==> src/rtl/coh_avg_pkg.sv <==
package coh_avg_pkg;

    typedef enum logic [2:0] {
        ST_IDLE,
        ST_CLEAR,
        ST_ARM,
        ST_RUN,
        ST_DRAIN,
        ST_STREAM
    } avg_state_t;

    localparam int unsigned BYTES_PER_BIN = 4;

endpackage

==> src/rtl/coh_avg_cond.sv <==
// Sample conditioning: maps a raw ADC code to a signed value one bit wider.
module coh_avg_cond #(
    parameter int unsigned SAMPLE_W = 12
) (
    input  logic [SAMPLE_W-1:0] smp,
    input  logic                ovr,
    input  logic                signed_mode,
    output logic [SAMPLE_W:0]   val
);
    localparam int unsigned MSB = SAMPLE_W - 1;

    always_comb begin
        if (signed_mode) begin
            // offset binary to two's complement, then one bit of sign extension
            val = {~smp[MSB], ~smp[MSB], smp[MSB-1:0]};
        end else if (ovr) begin
            val = {1'b0, {SAMPLE_W{1'b1}}};
        end else begin
            val = {1'b0, smp};
        end
    end

endmodule

==> src/rtl/coh_avg_window.sv <==
// Time-domain window summation; emits one sum per WIN_LEN accepted samples.
module coh_avg_window #(
    parameter int unsigned SAMPLE_W = 12,
    parameter int unsigned WIN_LEN  = 65,
    parameter int unsigned BIN_W    = 4,
    localparam int unsigned CNT_W   = $clog2(WIN_LEN),
    localparam int unsigned WSUM_W  = SAMPLE_W + 1 + CNT_W
) (
    input  logic                clk,
    input  logic                rst_n,
    input  logic                clr,
    input  logic                en,
    input  logic [SAMPLE_W:0]   val,
    input  logic [BIN_W-1:0]    bin_i,
    output logic                win_end,
    output logic                wr_vld,
    output logic [BIN_W-1:0]    wr_bin,
    output logic [WSUM_W-1:0]   wr_sum
);
    typedef struct packed {
        logic [CNT_W-1:0]  cnt;
        logic [WSUM_W-1:0] run;
        logic [WSUM_W-1:0] sum;
        logic [BIN_W-1:0]  bin;
        logic              vld;
    } win_t;

    win_t w_d, w_q;
    logic [WSUM_W-1:0] val_ext;
    logic [WSUM_W-1:0] run_nx;

    assign val_ext = {{(WSUM_W-SAMPLE_W-1){val[SAMPLE_W]}}, val};
    assign run_nx  = w_q.run + val_ext;
    assign win_end = en && (w_q.cnt == CNT_W'(WIN_LEN - 1));

    always_comb begin
        w_d     = w_q;
        w_d.vld = 1'b0;
        if (clr) begin
            w_d.cnt = '0;
            w_d.run = '0;
        end else if (en) begin
            if (win_end) begin
                w_d.cnt = '0;
                w_d.run = '0;
                w_d.sum = run_nx;
                w_d.bin = bin_i;
                w_d.vld = 1'b1;
            end else begin
                w_d.cnt = w_q.cnt + 1'b1;
                w_d.run = run_nx;
            end
        end
    end

    always_ff @(posedge clk or negedge rst_n) begin
        if (!rst_n) begin
            w_q <= '0;
        end else begin
            w_q <= w_d;
        end
    end

    assign wr_vld = w_q.vld;
    assign wr_bin = w_q.bin;
    assign wr_sum = w_q.sum;

endmodule

==> src/rtl/coh_avg_bins.sv <==
// Bin accumulator storage: clear port, read-modify-write port, async read port.
module coh_avg_bins #(
    parameter int unsigned DEPTH  = 16,
    parameter int unsigned ACC_W  = 32,
    parameter int unsigned WSUM_W = 20,
    localparam int unsigned BIN_W = $clog2(DEPTH)
) (
    input  logic              clk,
    input  logic              clr_we,
    input  logic [BIN_W-1:0]  clr_addr,
    input  logic              acc_we,
    input  logic [BIN_W-1:0]  acc_addr,
    input  logic [WSUM_W-1:0] acc_val,
    input  logic [BIN_W-1:0]  rd_addr,
    output logic [ACC_W-1:0]  rd_data
);
    logic [ACC_W-1:0] mem [DEPTH];
    logic [ACC_W-1:0] addend;

    assign addend  = {{(ACC_W-WSUM_W){acc_val[WSUM_W-1]}}, acc_val};
    assign rd_data = mem[rd_addr];

    always_ff @(posedge clk) begin
        if (clr_we) begin
            mem[clr_addr] <= '0;
        end else if (acc_we) begin
            mem[acc_addr] <= mem[acc_addr] + addend;
        end
    end

endmodule

==> src/rtl/coh_window_avg.sv <==
module coh_window_avg
    import coh_avg_pkg::*;
#(
    parameter int unsigned SAMPLE_W = 12,
    parameter int unsigned WIN_LEN  = 65,
    parameter int unsigned ACC_W    = 32,
    parameter int unsigned MAX_BINS = 16,
    parameter int unsigned PERIOD_W = 16,
    parameter int unsigned REP_W    = 13
) (
    input  logic                clk,
    input  logic                rst_n,
    input  logic                start,
    input  logic                signed_mode,
    input  logic [PERIOD_W-1:0] period_len,
    input  logic [REP_W-1:0]    rep_total,
    input  logic                trig,
    input  logic [SAMPLE_W-1:0] smp,
    input  logic                smp_ovr,
    output logic [7:0]          out_data,
    output logic                out_valid,
    input  logic                out_ready,
    output logic                out_last
);
    localparam int unsigned BIN_W  = $clog2(MAX_BINS);
    localparam int unsigned NB_W   = BIN_W + 1;
    localparam int unsigned CNT_W  = $clog2(WIN_LEN);
    localparam int unsigned WSUM_W = SAMPLE_W + 1 + CNT_W;
    localparam int unsigned LANE_W = $clog2(BYTES_PER_BIN);

    typedef struct packed {
        avg_state_t          st;
        logic [PERIOD_W-1:0] plen;
        logic [REP_W-1:0]    reps;
        logic                smode;
        logic [PERIOD_W-1:0] pcnt;
        logic [BIN_W-1:0]    bin;
        logic [REP_W-1:0]    rep;
        logic [NB_W-1:0]     nbins;
        logic [BIN_W-1:0]    clr;
        logic [BIN_W-1:0]    sbin;
        logic [LANE_W-1:0]   lane;
    } ctl_t;

    ctl_t c_d, c_q;

    logic                samp_en;
    logic                clr_we;
    logic                win_clr;
    logic                win_end;
    logic                wr_vld;
    logic [BIN_W-1:0]    wr_bin;
    logic [WSUM_W-1:0]   wr_sum;
    logic [SAMPLE_W:0]   cond_val;
    logic [ACC_W-1:0]    rd_word;
    logic                final_byte;

    coh_avg_cond #(.SAMPLE_W(SAMPLE_W)) u_cond (
        .smp         (smp),
        .ovr         (smp_ovr),
        .signed_mode (c_q.smode),
        .val         (cond_val)
    );

    coh_avg_window #(
        .SAMPLE_W (SAMPLE_W),
        .WIN_LEN  (WIN_LEN),
        .BIN_W    (BIN_W)
    ) u_window (
        .clk     (clk),
        .rst_n   (rst_n),
        .clr     (win_clr),
        .en      (samp_en),
        .val     (cond_val),
        .bin_i   (c_q.bin),
        .win_end (win_end),
        .wr_vld  (wr_vld),
        .wr_bin  (wr_bin),
        .wr_sum  (wr_sum)
    );

    coh_avg_bins #(
        .DEPTH  (MAX_BINS),
        .ACC_W  (ACC_W),
        .WSUM_W (WSUM_W)
    ) u_bins (
        .clk      (clk),
        .clr_we   (clr_we),
        .clr_addr (c_q.clr),
        .acc_we   (wr_vld),
        .acc_addr (wr_bin),
        .acc_val  (wr_sum),
        .rd_addr  (c_q.sbin),
        .rd_data  (rd_word)
    );

    assign final_byte = (c_q.lane == LANE_W'(BYTES_PER_BIN - 1))
                     && ({1'b0, c_q.sbin} == c_q.nbins - 1'b1);

    always_comb begin
        c_d       = c_q;
        samp_en   = 1'b0;
        clr_we    = 1'b0;
        win_clr   = 1'b0;
        out_valid = 1'b0;
        out_last  = 1'b0;
        out_data  = rd_word[c_q.lane*8 +: 8];
        case (c_q.st)
            ST_IDLE: begin
                if (start) begin
                    c_d.st    = ST_CLEAR;
                    c_d.plen  = period_len;
                    c_d.reps  = rep_total;
                    c_d.smode = signed_mode;
                    c_d.clr   = '0;
                    win_clr   = 1'b1;
                end
            end
            ST_CLEAR: begin
                clr_we  = 1'b1;
                c_d.clr = c_q.clr + 1'b1;
                if (c_q.clr == BIN_W'(MAX_BINS - 1)) begin
                    c_d.st   = ST_ARM;
                    c_d.rep  = '0;
                    c_d.bin  = '0;
                    c_d.pcnt = '0;
                end
            end
            ST_ARM: begin
                if (trig) begin
                    samp_en  = 1'b1;
                    c_d.pcnt = PERIOD_W'(1);
                    c_d.st   = ST_RUN;
                end
            end
            ST_RUN: begin
                samp_en  = 1'b1;
                c_d.pcnt = c_q.pcnt + 1'b1;
                if (win_end) begin
                    c_d.bin = c_q.bin + 1'b1;
                end
                if (c_q.pcnt == c_q.plen - 1'b1) begin
                    c_d.nbins = {1'b0, c_q.bin} + 1'b1;
                    c_d.bin   = '0;
                    c_d.pcnt  = '0;
                    if (c_q.rep == c_q.reps - 1'b1) begin
                        c_d.st = ST_DRAIN;
                    end else begin
                        c_d.rep = c_q.rep + 1'b1;
                        c_d.st  = ST_ARM;
                    end
                end
            end
            ST_DRAIN: begin
                // final window write lands in the bins during this cycle
                c_d.st   = ST_STREAM;
                c_d.sbin = '0;
                c_d.lane = '0;
            end
            ST_STREAM: begin
                out_valid = 1'b1;
                out_last  = final_byte;
                if (out_ready) begin
                    if (final_byte) begin
                        c_d.st = ST_IDLE;
                    end else begin
                        c_d.lane = c_q.lane + 1'b1;
                        if (c_q.lane == LANE_W'(BYTES_PER_BIN - 1)) begin
                            c_d.sbin = c_q.sbin + 1'b1;
                        end
                    end
                end
            end
            default: c_d.st = ST_IDLE;
        endcase
    end

    always_ff @(posedge clk or negedge rst_n) begin
        if (!rst_n) begin
            c_q    <= '0;
            c_q.st <= ST_IDLE;
        end else begin
            c_q <= c_d;
        end
    end

endmodule

==> config.mk <==
export PLATFORM = sky130hd
export DESIGN_NAME = coh_window_avg
export DESIGN_NICKNAME = d
export VERILOG_FILES = /design/src/rtl/coh_avg_pkg.sv /design/src/rtl/coh_avg_cond.sv /design/src/rtl/coh_avg_window.sv /design/src/rtl/coh_avg_bins.sv /design/src/rtl/coh_window_avg.sv
export SDC_FILE = /design/constraint.sdc
export NUM_CORES = 1
export LEC_CHECK = 0
export ABC_CLOCK_PERIOD_IN_PS = 5300
export CORE_ASPECT_RATIO = 1.2
export CORE_MARGIN = 3
export CORE_UTILIZATION = 30
export CTS_CLUSTER_DIAMETER = 200
export DETAILED_ROUTE_END_ITERATION = 10
export DONT_BUFFER_PORTS = 1
export GPL_ROUTABILITY_DRIVEN = 0
export HOLD_SLACK_MARGIN = 0.1
export PLACE_DENSITY_LB_ADDON = 0.2
export SYNTH_ARGS = -nofsm -noshare
export SYNTH_HDL_FRONTEND = slang
export SYNTH_SLANG_ARGS = --single-unit
export TNS_END_PERCENT = 100
==> constraint.sdc <==
create_clock -name clk -period 5.3 [get_ports clk]
set_input_delay 0.265 -clock clk [delete_from_list [all_inputs] [get_ports clk]]
set_output_delay 0.265 -clock clk [all_outputs]
set_load 0.1 [all_outputs]
# Word level (Yosys, flattened, before mapping)
# Memories as Yosys holds them, arrays and structs flattened.
# Cells that the tools add are included.
# totals
register_bits	133
mem_bits_rw	512
input_bits	48
output_inout_bits	10
elab_cells	116
mem_count	1
# mem_list
memory	words	word_bits	read_ports	rd_ports_with_merged_regs	wr	line	source
u_bins.mem	16	32	2	0	1	coh_avg_bins.sv:17	logic [ACC_W-1:0] mem [DEPTH];
# classes
n_addsub	13
n_eq_ne	21
shift	1
muxes	43
bitwise	2
n_reduce_logical	19
# ops
op	n
33-bit two-way mux	2
27-bit two-way mux	2
52-bit two-way mux	1
16-bit one-hot mux with 3 select lines	1
38-bit two-way mux	1
17-bit one-hot mux with 2 select lines	1
32-bit adder	1
32-bit two-way mux	1
32-bit OR reduction	1
32-bit by 6-bit variable part select with 8-bit output	1
13-bit two-way mux	2
25-bit two-way mux	1
20-bit adder	1
3-bit two-way mux	6
2-bit != test (second input constant)	9
3-bit one-hot mux with 6 select lines	1
16-bit by 1-bit adder with 16-bit output (second input constant)	1
16-bit == test	1
16-bit two-way mux	1
4-bit two-way mux	4
16-bit by 1-bit subtractor with 16-bit output (second input constant)	1
13-bit by 1-bit adder with 13-bit output (second input constant)	1
13-bit == test	1
1-bit two-way mux	13
other kinds (28)	44

# Logic depth before layout (Yosys ltp)
# depth
depth_word	6
mapped_depth	17

# By module
# Synthesis repeated with hierarchy kept, for this count alone.
# hier_totals
hier_cells	2144
hier_area_um2	33603.5
# by_module_without_submodules
module	n_inst	cells_per_inst	area_per_inst_um2
coh_avg_bins	1	1246	25094.1
coh_window_avg	1	526	5117.4
coh_avg_window	1	356	3255.6
coh_avg_cond	1	16	136.4

# Least setup slack after synthesis
# No wires, ideal clock.
# synth_path
path_type	register -> register
from	reg u_window.w_q (netlist bit u_window.wr_bin[0])
to	mem u_bins.mem[0][26], data pin
arrival_time_ps	5553
setup_slack_ps	-581
stages_incl_launch_ff	15
path_buffers	3
cell_sequence	dfrtp_1 -> clkbuf_1 -> buf_1 -> buf_1 -> mux4_2 -> mux4_2 -> ha_1 -> a21o_1 -> a21o_1 -> a221o_1 -> o21ai_0 -> a311oi_1 -> a311oi_1 -> o21ai_0 -> nor3_1
# synth_between
elab_chain_len	3
# synth_lines
item	line	source
start: declaration	coh_avg_window.sv:28	win_t w_d, w_q;
start signal: assignment	coh_avg_window.sv:60	w_q <= w_d;
memory 16 x 32 bit	n/a	
32-bit adder	coh_avg_bins.sv:27	mem[acc_addr] <= mem[acc_addr] + addend;
32-bit two-way mux (no source line)	n/a	
end: declaration	coh_avg_bins.sv:17	
# No other way between the ends.

# Final worst setup path
# layout_path
from	reg u_window.w_q (netlist bit u_window.wr_bin[1])
to	mem u_bins.mem[6][31], data pin
# Same word-level chain as after synthesis.

==> results.yml <==
run:
  maxCapViolations: 0
synthesis:
  async_flop_share_pct: 20.6
  ys_top_cells_by_count: "512 x edfxtp_1, 328 x mux4_2, 133 x dfrtp_1"
  synth_seq_cells: 645
  netlist_area_um2: 32700
  yosys.cell_count.top_type: "edfxtp_1"
  dominantRegCellSynth: "edfxtp_1"
  yosysTopAreaCell: "edfxtp_1"
  syn_avg_cell_area_um2: 16.4
  synthDistinctLibCells: 72
  synth.net_count: 2106
  syn_inst: 1995
  synth_warnings: 0
  synth_edf_count: 512
  yosysTopAreaCellShare_pct: 47.0
  ys_seq_area_share_pct: 57.2
  synth_area_leaders: "edfxtp_1 47%, mux4_2 23%, dfrtp_1 10%"
timing:
  skew_ps: 38.2
  setup_tns_ps: 0
  finalCriticalPeriod_ps: 5110
  setup_viol: 0
  worst_slack_ps: 191
  fmax_mhz: 196
  slew_viol_final: 0
  hold_ws_ps: 168
  rsz0062_at_grt: "false"
  max_slew_margin_pct: 16.9
  min_period_over_period_pct: 96.4
  hold_viol: 0
  worstMarginPinSlew_ps: 1240
worst_setup_path:
  r2r-start: "u_window.wr_bin[1]"
  worstPathArrival_ps: 5600
  ff2ff_path_depth: 13
  ff2ff_setup_slack_ps: 190
  crit_path_end_kind: "flop"
  rr_endpoint: "u_bins.mem[6][31]"
  criticalPathCategory: "reg -> reg"
  startpoint_type: "flop"
  cp-endpoint: "u_bins.mem[6][31]"
  startpoint: "u_window.wr_bin[1]"
  critPathRequiredTime_ps: 5790
  crit_fanout: 30
power_and_ir_drop:
  p_per_area_nw_per_um2: 337
  ir_drop_uv: 230
  cellLeakagePower_uw: 0.0116
global_routing:
  use_met1_pct: 21.6
  grt_max_degree: 134
  grt-ovfl-total: 0
  antenna_found_initial: 4
  top_usage_layer: "met2"
  grt_pass1_wl_um: 137000
  grt_pass1_vias: 20263
  grtUsageMet3_pct: 2.34
  use_met2_pct: 28.2
  grt_use_total_pct: 16.4
layout:
  antenna_cells: 0
  nNetsFinal: 2178
  areaGrowthSynthToFinish_pct: 15.4
  drive_gt1_share_pct: 28.4
  final-instance-count-excl-fill: 3531
  n_fill_cell: 10212
drt:
  drt_pass1_iterations: 5
  drc: 0
  wire_per_inst_um: 26.2
  viasPerCell: 5.43
  ant_nets: 0
  initialDrtViolationCount: 1633
  drt_wl_total_um: 92400
  vias: 19170
clocking:
  clkLatencyLatePin_ps: 650
  cts.path.max_buffers: 3
  clkSinkCount: 645
  root_buffer: "clkbuf_16"
  clk_pin_slew_worst_paths_ps: 60
  postCtsSetupRepairBufs: 0
  numCtsBuffers: 72
  htreeDepth: 3
  cts_tree: "built"
floorplanning:
  io-pin-count: 58
  core-area_um2: 108000
  dieArea_um2: 113000
  die_h_um: 368
  start_util_pct: 30.3
  dieWidth_um: 307
  std_cell_rows: 132
status:
  outcome: "finished, final reports clean"
placement:
  io_buffer_count: 0
  dp_hpwl_um: 57400
  dp_slack_ps: 56.6
  placed_cells: 3362
min_path:
  hold_path.class: "in -> reg"
  min_path_cells: 3
[sequential cells by signal, indices dropped and copies added, names as in the netlist]
name and flops:
c_q 81, u_bins.mem 512, u_window.w_q 27, u_window.wr_bin 4, u_window.wr_sum 20, u_window.wr_vld 1
[worst max-delay path: stages, from the launching register on]
cell     delay, ps
dfrtp_4        690
buf_4          500
buf_4          470
mux4_2         380
mux4_2         520
ha_1           370
a21o_1         200
a21o_1         180
a21o_1         200
a221o_1        360
a21oi_1        330
nand3_1        120
a21oi_1        320
buf_4          260
[metrics by stage]
stage               instance area (µm²)  util (%)  total power, µW
finish                            37700      34.9            12700
detailed placement                35000      32.4             7850
floorplan                         32700         -             7310
global placement                  35000      32.4             7810
global route                      37700      34.9            13300
CTS                               37700      34.9            12900
[cell type report]
cell class	instances	area, µm²	area share, %
well taps	1407	1760	4.67
multi-input cells	1201	13600	36.0
inverters	29	109	0.288
clock buffers	88	1920	5.10
flip-flops and latches	645	18700	49.6
clock inverters	43	383	1.01
repair buffers	118	1250	3.31
[how the worst min path moves through the flow]
stage,startpoint,endpoint,slack (ps)
floorplan,rst_n,c_q[0],-30
global placement,rst_n,c_q[39],-30
detailed placement,rst_n,c_q[37],-30
CTS,out_ready,c_q[4],110
global route,out_ready,c_q[4],170
finish,smp[1],u_window.w_q[26],170
[kinds of logic after synthesis]
group	count (synthesis)	share of synthesized area, %
adder cells (fa/ha/maj)	63	2.46
multiplexers	380	24.4
AND/OR/NAND/NOR	390	6.14
AO/OA/AOI/OAI	276	5.62
buffers and inverters	149	1.76
XOR/XNOR	92	2.46
flip-flops	645	57.2
[placed cells by master, fill, tap and decap left out, types with 34 or more instances in the layout]
cell	synthesis	final
nand2b_1	34	34
buf_4	0	60
o21ai_0	74	73
mux4_2	328	328
nand2_1	73	73
dfrtp_1	133	125
dlygate4sd3_1	0	37
nor2_1	101	80
clkbuf_16	0	74
xor2_1	42	42
a21oi_1	59	59
mux2_2	46	46
ha_1	61	61
edfxtp_1	512	512
xnor2_1	50	50
[where the power goes]
part	switching (µW)	leakage [µW]	internal, µW
logic	1110	0.00459	911
clock network	2110	0.00111	2800
registers	189	0.00586	5600
[per-layer routing]
layer / vias to the layer above / share of wire, %
met5: - / 0
met3: 120 / 4.1
met2: 468 / 51
met1: 10243 / 43
li1: 8339 / -
met4: 0 / 2.2
[repair_timing]
| action | in CTS | in global routing |
|---|---|---|
| setup endpoints to repair | 0 | 128 |
| gates resized for setup | 0 | 8 |
| endpoints found under the hold margin | 171 | 0 |
| hold buffers | 38 | 0 |
Note: power is estimated with default switching activity, not from simulation.
